==> src/rtl/rxf_pkg.sv <==
package rxf_pkg;

    // Frame mode codes decoded by the sampler
    localparam logic [2:0] MODE_8   = 3'b001;
    localparam logic [2:0] MODE_7P  = 3'b011;
    localparam logic [2:0] MODE_9   = 3'b100;
    localparam logic [2:0] MODE_8W  = 3'b101;
    localparam logic [2:0] MODE_8P  = 3'b111;

    // Stored word layout
    localparam int WORD_W  = 10;
    localparam int BIT_PE  = 8;
    localparam int BIT_FE  = 9;

    typedef enum logic [2:0] {
        RS_IDLE,
        RS_START,
        RS_DATA,
        RS_PAR,
        RS_STOP,
        RS_HOLD
    } rx_state_e;

endpackage

==> src/rtl/rx_sampler.sv <==
module rx_sampler
    import rxf_pkg::*;
(
    input  logic              clk,
    input  logic              rst_n,
    input  logic              tick,
    input  logic              line_in,
    input  logic              enable,
    input  logic [2:0]        mode,
    input  logic              odd,
    output logic              char_valid,
    output logic [WORD_W-1:0] char_word,
    output logic              line_idle
);

    typedef struct packed {
        rx_state_e  st;
        logic [3:0] tcnt;
        logic [3:0] bidx;
        logic [8:0] sh;
        logic       par;
    } smp_t;

    smp_t q, d;
    logic [3:0] last_idx;
    logic       has_par;
    logic       emit;
    logic [WORD_W-1:0] word;

    always_comb begin
        case (mode)
            MODE_7P:        last_idx = 4'd6;
            MODE_9, MODE_8W: last_idx = 4'd8;
            default:        last_idx = 4'd7;
        endcase
        has_par = (mode == MODE_7P) || (mode == MODE_8P);
    end

    always_comb begin
        d    = q;
        emit = 1'b0;
        if (!enable) begin
            d.st   = RS_IDLE;
            d.tcnt = '0;
        end else if (tick) begin
            case (q.st)
                RS_IDLE: begin
                    if (!line_in) begin
                        d.st   = RS_START;
                        d.tcnt = '0;
                    end
                end
                RS_START: begin
                    if (q.tcnt == 4'd7) begin
                        d.tcnt = '0;
                        d.bidx = '0;
                        d.sh   = '0;
                        d.par  = 1'b0;
                        d.st   = line_in ? RS_IDLE : RS_DATA;
                    end else begin
                        d.tcnt = q.tcnt + 4'd1;
                    end
                end
                RS_DATA: begin
                    if (q.tcnt == 4'd15) begin
                        d.tcnt = '0;
                        d.sh[q.bidx] = line_in;
                        if (q.bidx == last_idx) begin
                            d.st = has_par ? RS_PAR : RS_STOP;
                        end else begin
                            d.bidx = q.bidx + 4'd1;
                        end
                    end else begin
                        d.tcnt = q.tcnt + 4'd1;
                    end
                end
                RS_PAR: begin
                    if (q.tcnt == 4'd15) begin
                        d.tcnt = '0;
                        d.par  = line_in;
                        d.st   = RS_STOP;
                    end else begin
                        d.tcnt = q.tcnt + 4'd1;
                    end
                end
                RS_STOP: begin
                    if (q.tcnt == 4'd15) begin
                        d.tcnt = '0;
                        emit   = 1'b1;
                        d.st   = line_in ? RS_IDLE : RS_HOLD;
                    end else begin
                        d.tcnt = q.tcnt + 4'd1;
                    end
                end
                RS_HOLD: begin
                    if (line_in) d.st = RS_IDLE;
                end
                default: d.st = RS_IDLE;
            endcase
        end
    end

    // Word assembly from the collected bits; stop level taken at emit
    always_comb begin
        word = '0;
        case (mode)
            MODE_7P: begin
                word[6:0]    = q.sh[6:0];
                word[7]      = q.par;
                word[BIT_PE] = ((^q.sh[6:0]) ^ q.par) != odd;
            end
            MODE_8P: begin
                word[7:0]    = q.sh[7:0];
                word[BIT_PE] = 1'b0;
            end
            MODE_9, MODE_8W: begin
                word[8:0]    = q.sh;
            end
            default: begin
                word[7:0]    = q.sh[7:0];
            end
        endcase
        word[BIT_FE] = !line_in;
    end

    always_ff @(posedge clk or negedge rst_n) begin
        if (!rst_n) begin
            q <= '{st: RS_IDLE, tcnt: '0, bidx: '0, sh: '0, par: 1'b0};
        end else begin
            q <= d;
        end
    end

    assign char_valid = emit;
    assign char_word  = word;
    assign line_idle  = (q.st == RS_IDLE);

endmodule

==> src/rtl/rx_queue.sv <==
module rx_queue #(
    parameter int DEPTH = 16,
    parameter int WIDTH = 10
) (
    input  logic             clk,
    input  logic             rst_n,
    input  logic             push,
    input  logic [WIDTH-1:0] push_word,
    input  logic             pop,
    input  logic             flush,
    output logic [WIDTH-1:0] head_word,
    output logic [$clog2(DEPTH):0] count,
    output logic             overrun,
    output logic             did_pop
);

    localparam int AW = $clog2(DEPTH);

    typedef struct packed {
        logic [AW:0] wp;
        logic [AW:0] rp;
        logic        ovr;
    } qst_t;

    qst_t q, d;
    logic [WIDTH-1:0] mem_q [DEPTH];
    logic empty, full, do_pop, do_push, drop;

    always_comb begin
        count   = q.wp - q.rp;
        empty   = (count == '0);
        full    = (count == (AW+1)'(DEPTH));
        do_pop  = pop && !empty;
        do_push = push && (!full || do_pop);
        drop    = push && full && !do_pop;
        d = q;
        if (flush) begin
            d.wp  = '0;
            d.rp  = '0;
            d.ovr = 1'b0;
        end else begin
            if (do_push) d.wp = q.wp + 1'b1;
            if (do_pop)  d.rp = q.rp + 1'b1;
            if (drop)        d.ovr = 1'b1;
            else if (do_pop) d.ovr = 1'b0;
        end
    end

    always_ff @(posedge clk or negedge rst_n) begin
        if (!rst_n) begin
            q <= '{wp: '0, rp: '0, ovr: 1'b0};
        end else begin
            q <= d;
        end
    end

    always_ff @(posedge clk) begin
        if (do_push && !flush) mem_q[q.wp[AW-1:0]] <= push_word;
    end

    assign head_word = mem_q[q.rp[AW-1:0]];
    assign overrun   = q.ovr;
    assign did_pop   = do_pop;

endmodule

==> src/rtl/rx_idle_timer.sv <==
module rx_idle_timer #(
    parameter int CNT_W = 8
) (
    input  logic             clk,
    input  logic             rst_n,
    input  logic             tick,
    input  logic             idle,
    input  logic             restart,
    input  logic [CNT_W-1:0] limit,
    output logic             reached
);

    typedef struct packed {
        logic [3:0]       sub;
        logic [CNT_W-1:0] bits;
    } tmr_t;

    tmr_t q, d;

    always_comb begin
        d = q;
        if (restart) begin
            d.sub  = '0;
            d.bits = '0;
        end else if (idle && tick) begin
            d.sub = q.sub + 4'd1;
            if (q.sub == 4'd15 && q.bits != {CNT_W{1'b1}}) begin
                d.bits = q.bits + 1'b1;
            end
        end
    end

    always_ff @(posedge clk or negedge rst_n) begin
        if (!rst_n) begin
            q <= '{sub: '0, bits: '0};
        end else begin
            q <= d;
        end
    end

    assign reached = (q.bits >= limit);

endmodule

==> src/rtl/rx_tagged_fifo.sv <==
module rx_tagged_fifo
    import rxf_pkg::*;
#(
    parameter int FIFO_DEPTH = 16,
    parameter int RD_WIDTH   = 16,
    parameter int TMO_WIDTH  = 8
) (
    input  logic                 clk,
    input  logic                 rst_n,
    input  logic                 tick16,
    input  logic                 rxd_pin,
    input  logic                 txd_loop,
    input  logic                 cfg_loop,
    input  logic                 cfg_rx_en,
    input  logic                 cfg_run,
    input  logic [2:0]           cfg_mode,
    input  logic                 cfg_odd,
    input  logic [TMO_WIDTH-1:0] cfg_timeout,
    input  logic                 rd_en,
    input  logic                 flush,
    output logic [RD_WIDTH-1:0]  rd_data,
    output logic                 st_ready,
    output logic                 st_half,
    output logic                 st_full,
    output logic                 st_overrun,
    output logic                 st_timeout
);

    localparam int CNT_W = $clog2(FIFO_DEPTH) + 1;
    localparam int HALF  = FIFO_DEPTH / 2;
    localparam int PAD_W = RD_WIDTH - WORD_W;

    typedef struct packed {
        logic [1:0] sync;
    } top_t;

    top_t q, d;
    logic              line_s;
    logic              ch_valid;
    logic [WORD_W-1:0] ch_word;
    logic              rx_idle;
    logic [WORD_W-1:0] head;
    logic [CNT_W-1:0]  fill;
    logic              ovr;
    logic              popped;
    logic              tmo_hit;

    always_comb begin
        d = q;
        d.sync = {q.sync[0], cfg_loop ? txd_loop : rxd_pin};
    end

    always_ff @(posedge clk or negedge rst_n) begin
        if (!rst_n) q <= '{sync: 2'b11};
        else        q <= d;
    end

    assign line_s = q.sync[1];

    rx_sampler u_smp (
        .clk        (clk),
        .rst_n      (rst_n),
        .tick       (tick16),
        .line_in    (line_s),
        .enable     (cfg_rx_en && cfg_run),
        .mode       (cfg_mode),
        .odd        (cfg_odd),
        .char_valid (ch_valid),
        .char_word  (ch_word),
        .line_idle  (rx_idle)
    );

    rx_queue #(.DEPTH(FIFO_DEPTH), .WIDTH(WORD_W)) u_q (
        .clk       (clk),
        .rst_n     (rst_n),
        .push      (ch_valid),
        .push_word (ch_word),
        .pop       (rd_en),
        .flush     (flush),
        .head_word (head),
        .count     (fill),
        .overrun   (ovr),
        .did_pop   (popped)
    );

    rx_idle_timer #(.CNT_W(TMO_WIDTH)) u_tmr (
        .clk     (clk),
        .rst_n   (rst_n),
        .tick    (tick16),
        .idle    (rx_idle),
        .restart (ch_valid || popped || flush),
        .limit   (cfg_timeout),
        .reached (tmo_hit)
    );

    always_comb begin
        st_ready   = (fill != '0);
        st_half    = (fill >= CNT_W'(HALF));
        st_full    = (fill == CNT_W'(FIFO_DEPTH));
        st_overrun = ovr;
        st_timeout = st_ready && tmo_hit;
        rd_data    = st_ready ? {{PAD_W{1'b0}}, head} : '0;
    end

endmodule

==> config.mk <==
export PLATFORM = sky130hd
export DESIGN_NAME = rx_tagged_fifo
export DESIGN_NICKNAME = d
export VERILOG_FILES = /design/src/rtl/rxf_pkg.sv /design/src/rtl/rx_sampler.sv /design/src/rtl/rx_queue.sv /design/src/rtl/rx_idle_timer.sv /design/src/rtl/rx_tagged_fifo.sv
export SDC_FILE = /design/constraint.sdc
export NUM_CORES = 1
export LEC_CHECK = 0
export BUFFER_PORTS_ARGS = -buffer_cell sky130_fd_sc_hd__buf_4
export CELL_PAD_IN_SITES_DETAIL_PLACEMENT = 2
export CELL_PAD_IN_SITES_GLOBAL_PLACEMENT = 2
export CORE_UTILIZATION = 49
export CTS_CLUSTER_SIZE = 30
export DETAILED_ROUTE_END_ITERATION = 10
export PLACE_DENSITY_LB_ADDON = 0.1
export SETUP_SLACK_MARGIN = 0.5
export SYNTH_ARGS = -nofsm -noshare
export SYNTH_HDL_FRONTEND = slang
export SYNTH_SLANG_ARGS = --single-unit
==> constraint.sdc <==
create_clock -name clk -period 11.7 [get_ports clk]
set_input_delay 1.17 -clock clk [delete_from_list [all_inputs] [get_ports clk]]
set_output_delay 1.17 -clock clk [all_outputs]
set_load 0.05 [all_outputs]
==> results list <==
- The floorplan step set the die height to 141 um.
- The number of global-route vias before repair was 6,237.
- The repair_antennas step left the layout with diodes totalling 0.
* Full die area: 19,800 um2
- After detailed routing, the number of remaining DRC violations is 0.
- For this design the static power due to leakage is 3.96 nW.
- Counting both buffers and inverters, the worst setup path holds a total of 5.
- Top fanout value on the critical path: 44
- In the global route stage, overall resource usage came out at 0.264.
- STA puts the critical path data required time at 10,530 ps.
- 43 I/O pins were placed.
- Minimum setup slack among reg-to-reg paths: 7320 ps
* Design Power: 0.00179 W
* Maximum count of clock buffers along a single path: 3
- In the final layout, the share of cells above drive strength 1 is 0.210.
- Endpoints failing setup: 0
- Port Buffers: 36
- Clock-pin slew of the registers on the worst-case setup and hold paths: 60 ps
- Final worst path period need: 5310 ps
- Synthesis inferred 206 register bits.
- Pwr dens: 170 nW/um2
- In the synthesized netlist the dominant register cell turns out to be sky130_fd_sc_hd__edfxtp_1.
* Crit path top cell by count: sky130_fd_sc_hd__buf_4
- The count of nets left with antenna violations once routing finished came out at 0.
- STA classifies the critical path startpoint as a flop.
* Worst Setup End Kind: output pin
- Synthesis produced 625 cells.
* Reg power frac: 0.442
* Fin. max-slew vios: 0
* Clock network fraction of design power: 0.360
* TritonRoute pass-1 iters: 4
- Initial core utilization: 0.501
- The netlist uses 61 different library cells.
* Horizontal die dimension: 141 um
* Worst-skew pair later-pin latency: 510 ps
* Share of synthesized area occupied by flip-flops and latches: 0.633
* Post-DP HPWL: 16,800 um
- Transition time at the pin with the least slew margin: 1390 ps
- Unrepaired setup endpoints after global routing: no
- Initial antenna violation count: 1
- Routed vias: 5,627
* Minimum hold slack: 360 ps
- Clock tree synthesis inserted a total of 22 buffers.
* Top achievable clock speed: 188 MHz
- Initial DRC count: 306
* Power spent charging and discharging nets: 0.000519 W
* WP data arrival: 4140 ps
- Area of the mapped netlist: 9410 um2
* Switching share of power: 0.289
* Path type of the worst setup path: reg -> out
* Wire length reported by the detailed router: 25,000 um
- Commonest non-fill, non-tap cells in the layout: 160 x sky130_fd_sc_hd__edfxtp_1, 50 x sky130_fd_sc_hd__mux4_2, 45 x sky130_fd_sc_hd__buf_4
* Final worst clock skew: 16.1 ps
* Most frequent standard cell in the layout excluding fill and tap cells: sky130_fd_sc_hd__edfxtp_1
* Count of cells resized by post-cts repair: 0
- Dividing the final minimum period by the clock period gives 0.454.
- The Yosys step of the flow raised 0 warnings.
- After detailed routing, the number of vias per cell comes to 6.16.
- The worst pin sits at a relative slew slack of 0.0709.
- Among cell families on the critical path, the largest total delay comes from buffers and inverters.
* Portion of total power attributed to combinational logic: 0.198
* Hold buffer count at CTS: 0
- Counting flops with a built-in enable in the synthesized netlist gives 160.
- The internal portion of the total power is 0.00127 W.
* Aggregate negative setup slack: 0 ps
* Root Buffer: sky130_fd_sc_hd__clkbuf_16
- After floorplanning, the core was divided into 50 placement rows.
- Fraction of registers with async set or reset after synthesis: 0.223
- The clock net in this run drives a total of 206 sinks.
* Critical path's largest stage delay: 760 ps
- Signed area change from the synthesized netlist to the final layout: 12.0%
- Dividing the synthesized area by the synthesized cell count gives 15.0 um2.
- Largest voltage drop on the vdd net: 0.101 mV
- In this run the standard cell core region covers 18,800 um2.
* Weighted congestion reported at the end of routability-driven placement: 0.748
- Deepest level of the CTS H-tree: 1
- Cell-by-cell listing of the critical path: buf_4 > inv_1 > ha_1 > nand3b_1 > a21boi_1 > o2111ai_4 > nor3_2 > buf_4 > inv_1 > buf_4
* Aggregate global routing overflow: 0
- In this run the worst hold path is classified as reg -> reg.
- Among all stages on the critical path, the largest delay is contributed by sky130_fd_sc_hd__nor3_2.
- Endpoints failing hold: 0
* Max-Cap Viols: 0
* Final Net Count: 710
- The run finished with clean final reports.
* WL/cell: 27.4 um
- Count of fill cells added during filler insertion: 1,672
- Number of buffers inserted by post-CTS setup repair: 0
- Entering global routing, the biggest net connects 47 pins.
* Global-route wire length before repair: 38,300 um
- TritonCTS built the clock tree.
metal layers:
layer	vias up	global-route usage	wire length [um]
met2	142	0.469	13000
met3	46	0.0318	852
met1	2971	0.338	10400
li1	2466	-	-
met5	-	0	3
met4	2	0.0870	698
stage by stage:
stage / cells / utilization / setup WS [ps] / cell area, um2
after floorplan: 630 / - / 7590 / 9420
after global placement: 874 / 0.526 / 7350 / 9870
after detailed placement: 874 / 0.526 / 6960 / 9870
after CTS: 914 / 0.561 / 6360 / 10500
after global routing: 914 / 0.561 / 6230 / 10500
final: 914 / 0.561 / 6390 / 10500
cell usage after synthesis, types with 3 or more instances:
cell type	count	area, um2
sky130_fd_sc_hd__clkbuf_1	16	60.1
sky130_fd_sc_hd__xor2_1	7	61.3
sky130_fd_sc_hd__nand2_1	22	82.6
sky130_fd_sc_hd__nand2b_1	9	56.3
sky130_fd_sc_hd__o21ai_0	33	165
sky130_fd_sc_hd__mux4_2	50	1130
sky130_fd_sc_hd__a21oi_1	32	160
sky130_fd_sc_hd__nor4_1	3	18.8
sky130_fd_sc_hd__and3_1	5	31.3
sky130_fd_sc_hd__buf_4	7	52.6
sky130_fd_sc_hd__buf_6	5	56.3
sky130_fd_sc_hd__o21ai_1	8	40.0
sky130_fd_sc_hd__or3_1	5	31.3
sky130_fd_sc_hd__nand4_1	7	43.8
sky130_fd_sc_hd__nor3b_1	5	37.5
sky130_fd_sc_hd__o31ai_1	4	30.0
sky130_fd_sc_hd__edfxtp_1	160	4800
sky130_fd_sc_hd__nor2b_1	14	87.6
sky130_fd_sc_hd__nor3_1	7	35.0
sky130_fd_sc_hd__nand3_1	17	85.1
sky130_fd_sc_hd__a21o_1	3	22.5
sky130_fd_sc_hd__mux2i_1	4	40.0
sky130_fd_sc_hd__or4_1	3	22.5
sky130_fd_sc_hd__nor2_1	40	150
sky130_fd_sc_hd__ha_1	24	300
sky130_fd_sc_hd__dfrtp_1	44	1100
sky130_fd_sc_hd__o22ai_1	3	18.8
sky130_fd_sc_hd__inv_1	28	105
sky130_fd_sc_hd__buf_2	4	20.0
sky130_fd_sc_hd__xnor2_1	14	123
sky130_fd_sc_hd__nand3b_1	4	30.0
path summary, 6_finish.rpt:
check                                     start                   endpoint  depth (start not counted)
min in group asynchronous                 rst_n     u_tmr.q[1]$_DFFE_PN0P_                          1
hold reg to reg                  q[0]$_DFF_PN1_             q[1]$_DFF_PN1_                          0
max in group asynchronous                 rst_n       u_q.q[1]$_DFFE_PN0P_                          1
hold / removal                   q[0]$_DFF_PN1_             q[1]$_DFF_PN1_                          0
setup reg to reg           u_q.q[2]$_DFFE_PN0P_  u_q.mem_q[5][0]$_DFFE_PP_                          9
setup / recovery           u_q.q[2]$_DFFE_PN0P_                   st_ready                         10
cells by family after synthesis:
kind of cell	count (synthesis)	synth area share
muxes	56	0.126
and+or+nand+nor	153	0.0886
other	1	0.000399
xor gates and xnor gates	21	0.0196
buffers and inverters	63	0.0326
DFF	206	0.633
AOI/OAI and AO/OA	101	0.0671
adders and majority gates	24	0.0319
flip-flops by register name (all words and copies together) (netlist names):
| signal | cells |
|---|---|
| u_tmr.q | 12 |
| u_q.mem_q | 160 |
| q | 2 |
| u_q.overrun | 1 |
| u_q.q | 10 |
| u_smp.q | 21 |
power groups by stage:
| stage | combinational, W | clock [W] | sequential (W) |
|---|---|---|---|
| 5_1_grt | 0.000376 | 0.000681 | 0.000792 |
| 3_3_place_gp | 0.000332 | 0 | 0.000806 |
| 2_1_floorplan | 0.000262 | 0 | 0.000805 |
| 4_1_cts | 0.000358 | 0.000659 | 0.000792 |
| 6_report | 0.000355 | 0.000647 | 0.000793 |
| 3_5_place_dp | 0.000349 | 0 | 0.000808 |
final cells by class:
class / instances / area (um2) / share of cell area
clock buffers: 34 / 627 / 0.0595
inverters: 28 / 105 / 0.00998
multi-input cells: 361 / 3180 / 0.302
clock inverters: 6 / 32.5 / 0.00309
repair buffers: 45 / 338 / 0.0321
flip-flops and latches: 206 / 5960 / 0.566
well taps: 234 / 293 / 0.0278
No activity file was read; power rests on OpenSTA's default activity.
